==> src/rtl/afc_pkg.sv <==
package afc_pkg;
  typedef struct packed {
    logic lvl;
    logic rise;
    logic fall;
  } edge_t;

  localparam int unsigned LINE_BCLK  = 0;
  localparam int unsigned LINE_FSYNC = 1;
  localparam int unsigned NUM_LINES  = 2;
endpackage

==> src/rtl/afc_edge_sync.sv <==
module afc_edge_sync #(
  parameter int unsigned STAGES = 2
) (
  input  logic           clk_i,
  input  logic           rst_ni,
  input  logic           async_i,
  output afc_pkg::edge_t edge_o
);
  logic [STAGES:0] sh_q;

  always_ff @(posedge clk_i or negedge rst_ni) begin
    if (!rst_ni) sh_q <= '0;
    else         sh_q <= {sh_q[STAGES-1:0], async_i};
  end

  assign edge_o.lvl  = sh_q[STAGES-1];
  assign edge_o.rise = sh_q[STAGES-1] & ~sh_q[STAGES];
  assign edge_o.fall = ~sh_q[STAGES-1] & sh_q[STAGES];
endmodule

==> src/rtl/afc_stall_mon.sv <==
module afc_stall_mon #(
  parameter int unsigned LIMIT     = 4096,
  parameter int unsigned NUM_LINES = 2
) (
  input  logic                 clk_i,
  input  logic                 rst_ni,
  input  logic [NUM_LINES-1:0] act_i,
  output logic [NUM_LINES-1:0] stall_line_o,
  output logic                 stall_o
);
  localparam int unsigned CW = $clog2(LIMIT + 1);

  for (genvar g = 0; g < NUM_LINES; g++) begin : g_line
    logic [CW-1:0] idle_q;
    always_ff @(posedge clk_i or negedge rst_ni) begin
      if (!rst_ni)                    idle_q <= '0;
      else if (act_i[g])              idle_q <= '0;
      else if (idle_q != CW'(LIMIT))  idle_q <= idle_q + 1'b1;
    end
    assign stall_line_o[g] = (idle_q == CW'(LIMIT));
  end

  assign stall_o = |stall_line_o;
endmodule

==> src/rtl/afc_frame_meter.sv <==
module afc_frame_meter #(
  parameter int unsigned PER_W        = 16,
  parameter int unsigned RATIO_MIN_LG = 5,
  parameter int unsigned RATIO_MAX_LG = 9
) (
  input  logic             clk_i,
  input  logic             rst_ni,
  input  logic             bclk_rise_i,
  input  logic             fs_rise_i,
  input  logic             stall_i,
  input  logic [PER_W-1:0] per_min_i,
  input  logic [PER_W-1:0] per_max_i,
  output logic             eval_o,
  output logic             bad_o
);
  localparam int unsigned CNT_W = RATIO_MAX_LG + 2;
  localparam int unsigned NR    = RATIO_MAX_LG - RATIO_MIN_LG + 1;

  logic [CNT_W-1:0] bcnt_q;
  logic [PER_W-1:0] pcnt_q;
  logic             armed_q, eval_q, bad_q;
  logic [NR-1:0]    ratio_hit;
  logic             ratio_ok, per_ok;

  for (genvar k = 0; k < NR; k++) begin : g_ratio
    assign ratio_hit[k] = (bcnt_q == CNT_W'(1 << (RATIO_MIN_LG + k)));
  end

  assign ratio_ok = |ratio_hit;
  assign per_ok   = (pcnt_q >= per_min_i) && (pcnt_q <= per_max_i);

  always_ff @(posedge clk_i or negedge rst_ni) begin
    if (!rst_ni) begin
      bcnt_q  <= '0;
      pcnt_q  <= '0;
      armed_q <= 1'b0;
      eval_q  <= 1'b0;
      bad_q   <= 1'b0;
    end else begin
      eval_q <= 1'b0;
      if (stall_i) begin
        armed_q <= 1'b0;
        bad_q   <= 1'b0;
      end else if (fs_rise_i) begin
        armed_q <= 1'b1;
        if (armed_q) begin
          eval_q <= 1'b1;
          bad_q  <= ~(ratio_ok & per_ok);
        end
      end
      if (fs_rise_i) begin
        // a coincident bit clock edge opens the new frame
        bcnt_q <= CNT_W'(bclk_rise_i);
        pcnt_q <= PER_W'(1);
      end else begin
        if (bclk_rise_i && (bcnt_q != '1)) bcnt_q <= bcnt_q + 1'b1;
        if (pcnt_q != '1)                  pcnt_q <= pcnt_q + 1'b1;
      end
    end
  end

  assign eval_o = eval_q;
  assign bad_o  = bad_q;
endmodule

==> src/rtl/afc_gain_ramp.sv <==
module afc_gain_ramp #(
  parameter int unsigned GAIN_W  = 10,
  parameter int unsigned STEP_LG = 6
) (
  input  logic              clk_i,
  input  logic              rst_ni,
  input  logic              eval_i,
  input  logic              bad_i,
  input  logic              stall_i,
  input  logic [GAIN_W-1:0] target_i,
  output logic [GAIN_W-1:0] gain_o
);
  localparam int unsigned STEP = 1 << (GAIN_W - STEP_LG);

  logic [GAIN_W-1:0] gain_q, ramp_next;
  logic [GAIN_W:0]   sum;
  logic              clean_q;

  assign sum       = {1'b0, gain_q} + (GAIN_W + 1)'(STEP);
  assign ramp_next = (sum > {1'b0, target_i}) ? target_i : sum[GAIN_W-1:0];

  always_ff @(posedge clk_i or negedge rst_ni) begin
    if (!rst_ni) begin
      gain_q  <= '0;
      clean_q <= 1'b0;
    end else if (stall_i) begin
      gain_q  <= '0;
      clean_q <= 1'b0;
    end else if (eval_i) begin
      if (bad_i) begin
        gain_q  <= '0;
        clean_q <= 1'b0;
      end else begin
        // second clean frame in a row and onward
        if (clean_q) gain_q <= ramp_next;
        clean_q <= 1'b1;
      end
    end
  end

  assign gain_o = gain_q;
endmodule

==> src/rtl/afc_clk_monitor.sv <==
module afc_clk_monitor #(
  parameter int unsigned PER_W        = 16,
  parameter int unsigned GAIN_W       = 10,
  parameter int unsigned STEP_LG      = 6,
  parameter int unsigned STALL_CYC    = 4096,
  parameter int unsigned SYNC_STAGES  = 2,
  parameter int unsigned RATIO_MIN_LG = 5,
  parameter int unsigned RATIO_MAX_LG = 9
) (
  input  logic              clk_i,
  input  logic              rst_ni,
  input  logic              bclk_i,
  input  logic              fsync_i,
  input  logic [PER_W-1:0]  per_min_i,
  input  logic [PER_W-1:0]  per_max_i,
  input  logic [GAIN_W-1:0] gain_target_i,
  output logic              clk_err_o,
  output logic [GAIN_W-1:0] gain_o
);
  import afc_pkg::*;

  logic [NUM_LINES-1:0] raw, act, stall_line;
  edge_t                ev [NUM_LINES];
  logic                 stall_any, frame_eval, frame_bad;

  assign raw[LINE_BCLK]  = bclk_i;
  assign raw[LINE_FSYNC] = fsync_i;

  for (genvar g = 0; g < NUM_LINES; g++) begin : g_sync
    afc_edge_sync #(.STAGES(SYNC_STAGES)) u_sync (
      .clk_i  (clk_i),
      .rst_ni (rst_ni),
      .async_i(raw[g]),
      .edge_o (ev[g])
    );
    assign act[g] = ev[g].rise | ev[g].fall;
  end

  afc_stall_mon #(.LIMIT(STALL_CYC), .NUM_LINES(NUM_LINES)) u_stall (
    .clk_i       (clk_i),
    .rst_ni      (rst_ni),
    .act_i       (act),
    .stall_line_o(stall_line),
    .stall_o     (stall_any)
  );

  afc_frame_meter #(
    .PER_W(PER_W), .RATIO_MIN_LG(RATIO_MIN_LG), .RATIO_MAX_LG(RATIO_MAX_LG)
  ) u_meter (
    .clk_i      (clk_i),
    .rst_ni     (rst_ni),
    .bclk_rise_i(ev[LINE_BCLK].rise),
    .fs_rise_i  (ev[LINE_FSYNC].rise),
    .stall_i    (stall_any),
    .per_min_i  (per_min_i),
    .per_max_i  (per_max_i),
    .eval_o     (frame_eval),
    .bad_o      (frame_bad)
  );

  afc_gain_ramp #(.GAIN_W(GAIN_W), .STEP_LG(STEP_LG)) u_ramp (
    .clk_i   (clk_i),
    .rst_ni  (rst_ni),
    .eval_i  (frame_eval),
    .bad_i   (frame_bad),
    .stall_i (stall_any),
    .target_i(gain_target_i),
    .gain_o  (gain_o)
  );

  assign clk_err_o = frame_bad | stall_any;
endmodule

==> config.mk <==
export PLATFORM = sky130hd
export DESIGN_NAME = afc_clk_monitor
export DESIGN_NICKNAME = d
export VERILOG_FILES = /design/src/rtl/afc_pkg.sv /design/src/rtl/afc_edge_sync.sv /design/src/rtl/afc_stall_mon.sv /design/src/rtl/afc_frame_meter.sv /design/src/rtl/afc_gain_ramp.sv /design/src/rtl/afc_clk_monitor.sv
export SDC_FILE = /design/constraint.sdc
export NUM_CORES = 1
export LEC_CHECK = 0
export ABC_AREA = 1
export BUFFER_PORTS_ARGS = -buffer_cell sky130_fd_sc_hd__buf_2
export CAP_MARGIN = 20
export CORE_MARGIN = 2
export CORE_UTILIZATION = 56
export DETAILED_ROUTE_END_ITERATION = 10
export PLACE_DENSITY = 0.83
export SKIP_LAST_GASP = 1
export SLEW_MARGIN = 20
export SYNTH_ARGS = -nofsm -noshare
export SYNTH_HDL_FRONTEND = slang
export SYNTH_SLANG_ARGS = --single-unit
==> constraint.sdc <==
create_clock -name clk_i -period 4.3 [get_ports clk_i]
set_input_delay 0.43 -clock clk_i [delete_from_list [all_inputs] [get_ports clk_i]]
set_output_delay 0.43 -clock clk_i [all_outputs]
set_load 0.005 [all_outputs]
==> results.toml <==
[timing]
unrepaired_setup_endpoints_after_global_routing = "no"
finalMaxSlewViolations = 0
worst_pin_slew_ns = 0.9213
final.setup_skew_ns = 0.01649
timing.slew.headroom_pct = 38.58
final-hold-violation-count = 0
totalNegativeSetupSlack_ns = 0
fmaxAchievable_mhz = 425.3
period_share_pct = 54.68
setup_violators_final = 0
min_period_ns = 2.351
hold_ws_ns = 0.1870

[detailed_routing]
drt_drc_violations_left = 0
drt-pass1-iter-count = 5
drt_first_iter_violations = 250
routed-via-count = 4602
antenna_violating_nets_post_route = 0
avgRoutedWirePerCell_um = 12.49
via_per_inst = 5.284
wl_mm = 10.88

[yosys]
gate_count_after_technology_mapping = 695
synth_sequential_area_ratio_pct = 35.51
synth_unique_cells = 35
yosysMostFrequentCell = "sky130_fd_sc_hd__nand2_1"
ys_seq_elements = 73
async_reset_ff_share_pct = 100.0
synth_flop_cell = "sky130_fd_sc_hd__dfrtp_1"
synthesis.yosys.warnings = 0
mappedNetlistArea_um2 = 5145
synth_area_leaders = "sky130_fd_sc_hd__dfrtp_1 (36%), sky130_fd_sc_hd__ha_1 (13%), sky130_fd_sc_hd__nand2_1 (11%)"
postSynthAreaPerCell_um2 = 7.403
post_synth_net_total = 793
synth_top_cell_by_area = "sky130_fd_sc_hd__dfrtp_1"
post-synth-top-area-fraction_pct = 35.51
post_synth_most_frequent_cells = "sky130_fd_sc_hd__nand2_1 (150), sky130_fd_sc_hd__inv_1 (123), sky130_fd_sc_hd__dfrtp_1 (73)"
synth_edf_count = 0

[worst_setup_path]
r2r_end = "u_ramp.gain_o[3]"
path_common_cell = "sky130_fd_sc_hd__nand2_1"
timing.critical_path.required_ns = 4.60
endpoint_kind = "flip-flop"
max_stage_delay_ns = 0.45
start_kind = "flip-flop"
path_class = "flip-flop to flip-flop"
ff2ff_setup_slack_ns = 1.95
max_fanout_on_critical_path = 8
r2r_start = "u_ramp.gain_o[4]"
cp_slowest_cell = "sky130_fd_sc_hd__dfrtp_1"
ff2ff_path_depth = 15
crit_chain = "nand3_1, nor2_1, nand2_1, xor2_1, inv_1, ha_1, a21oi_1, nand2_1, nor2_1, nand2_2, nand2_2, nand2_1, nand2_2, nand2_1, nand2_1"
cp.arrival_ns = 2.65

[clocking]
ctsResizeCount = 0
cts.reportedPaths.clkPinSlew_ns = 0.09
cts-root-buf = "sky130_fd_sc_hd__clkbuf_8"
clock_tree.htree_level_count = 3
cts_tree = "done"
insertion_delay_ns = 0.36
cts_hold_repair.buffers = 0
clk_path_buf_depth = 2
cts_made_buffers = 9
cts_setup_buffers = 0
clock_sinks = 73

[global_routing]
globalRouteOverflowTotal = 0
first_global_vias = 4463
grt_use_total_pct = 22.99
grt_antenna_before_repair = 0
grt_max_degree = 74
grt_pass1_wl_mm = 18.76

[die]
floorplan.core_area_um2 = 8806
floorplan.io_pins = 57
die_x_um = 99.85
die_height_um = 99.85
design.die.area_um2 = 9970
std_cell_rows = 34
floorplan.initialDensity_pct = 58.43

[power_and_ir_drop]
power.static_leakage_nw = 3.225
peakVddDrop_uv = 207.0
power_per_cell_area_nw_per_um2 = 275.6

[job]
max_cap_viol_count = 0

[hold_path]
hold_start = "fsync_i"
timing.hold.worst_endpoint = "g_sync[1].u_sync.sh_q[0]"
worstHoldPathCells = 1
hold_class = "primary input to flip-flop"

[placed_design]
number_of_buffers_added_on_ports = 56
placedInstanceArea_um2 = 5547
gp_congestion = 0.8991
dp_hpwl_mm = 8.154

[layout]
areaGrowthSynthToFinish_pct = 11.62
finish.instance_area_um2 = 5743
post_route_cells_drive_above_1_share_pct = 14.94
finalNetCount = 856
num_antenna_cells = 0

[status]
status = "finished, final reports clean"
state kept, by name, summed over array words and instances, names as in the netlist:
name and count:
u_ramp.clean_q 1, u_stall.g_line.idle_q 26, g_sync.u_sync.sh_q 6, u_meter.armed_q 1
u_meter.pcnt_q 16, u_meter.bad_o 1, u_meter.eval_o 1, u_ramp.gain_o 10
u_meter.bcnt_q 11
layout make-up:
class	count	area (um^2)
clock buffer	11	141.4
sequential	73	1827
inverter	127	481.7
fill	741	3063
timing repair buffer	57	287.8
tap	108	135.1
multi-input combinational	490	2815
clock inverter	5	55.05
report_power, final:
group / switching, W / total, W / internal [W] / leakage, nW
Sequential: 0.0000462 / 0.000765 / 0.000719 / 0.980
Combinational: 0.000169 / 0.000278 / 0.000109 / 2.15
Clock: 0.000257 / 0.000539 / 0.000282 / 0.0953
cells in the final DEF (no fill, tap or decap), types with 5 or more instances in the layout:
master and instances:
sky130_fd_sc_hd__inv_1 123, sky130_fd_sc_hd__nor2_2 10, sky130_fd_sc_hd__nand3_2 5, sky130_fd_sc_hd__buf_2 56
sky130_fd_sc_hd__nand2_2 9, sky130_fd_sc_hd__nor3_1 13, sky130_fd_sc_hd__xnor2_1 5, sky130_fd_sc_hd__ha_1 52
sky130_fd_sc_hd__xor2_1 10, sky130_fd_sc_hd__nor2_1 71, sky130_fd_sc_hd__o21ai_0 30, sky130_fd_sc_hd__nand4_1 8
sky130_fd_sc_hd__nand2_1 150, sky130_fd_sc_hd__clkbuf_8 10, sky130_fd_sc_hd__nand3_1 64, sky130_fd_sc_hd__a21oi_1 30
sky130_fd_sc_hd__dfrtp_1 73
through the flow:
stage	setup WS, ns	utilization [%]	total power (W)	std cells
after floorplan	2.217	-	0.0009607	695
after global placement	2.093	62.99	0.001037	855
after detailed placement	1.996	62.99	0.001056	855
after CTS	1.974	65.22	0.001596	871
after global routing	1.676	65.22	0.001676	871
final	1.949	65.22	0.001583	871
cell families (layout without fill, tap and decap cells):
family                   after synthesis  count (layout)  synth area share (%)
AO/OA/AOI/OAI                         77              77                 8.195
adder cells (fa/ha/maj)               52              52                 12.65
flip-flops                            73              73                 35.51
AND/OR/NAND/NOR                      346             346                 31.32
buffers and inverters                132             200                 9.776
XOR/XNOR                              15              15                 2.553
worst max path at each step:
| stage | start | to | slack (ns) | cells past startpoint |
|---|---|---|---|---|
| floorplan | u_ramp.gain_o[6] | u_ramp.gain_o[1] | 2.22 | 14 |
| global placement | u_ramp.gain_o[6] | u_ramp.gain_o[0] | 2.09 | 14 |
| detailed placement | u_ramp.gain_o[6] | u_ramp.gain_o[3] | 2.00 | 14 |
| CTS | u_ramp.gain_o[4] | u_ramp.gain_o[2] | 1.97 | 14 |
| global route | u_ramp.gain_o[4] | u_ramp.gain_o[1] | 1.68 | 14 |
| finish | u_ramp.gain_o[4] | u_ramp.gain_o[3] | 1.95 | 15 |
per-layer routing:
metal / track usage, % / wire [um] / part of all wire, % / vias to the layer above
met1: 27.80 / 4812 / 44 / 2127
met5: 0 / 0 / 0 / -
met2: 41.48 / 5415 / 50 / 102
met4: 7.587 / 144 / 1.3 / 0
li1: - / - / - / 2357
met3: 4.178 / 506 / 4.7 / 16
worst max-delay path: cells and delay by family (launching register included):
kind / cells / cell delay (ns)
xor+xnor: 1 / 0.17
simple gates: 11 / 1.12
flops: 1 / 0.45
buf+inv: 1 / 0.07
fa+ha+maj: 1 / 0.31
compound gates: 1 / 0.19
(Power assumes the default switching activity.)
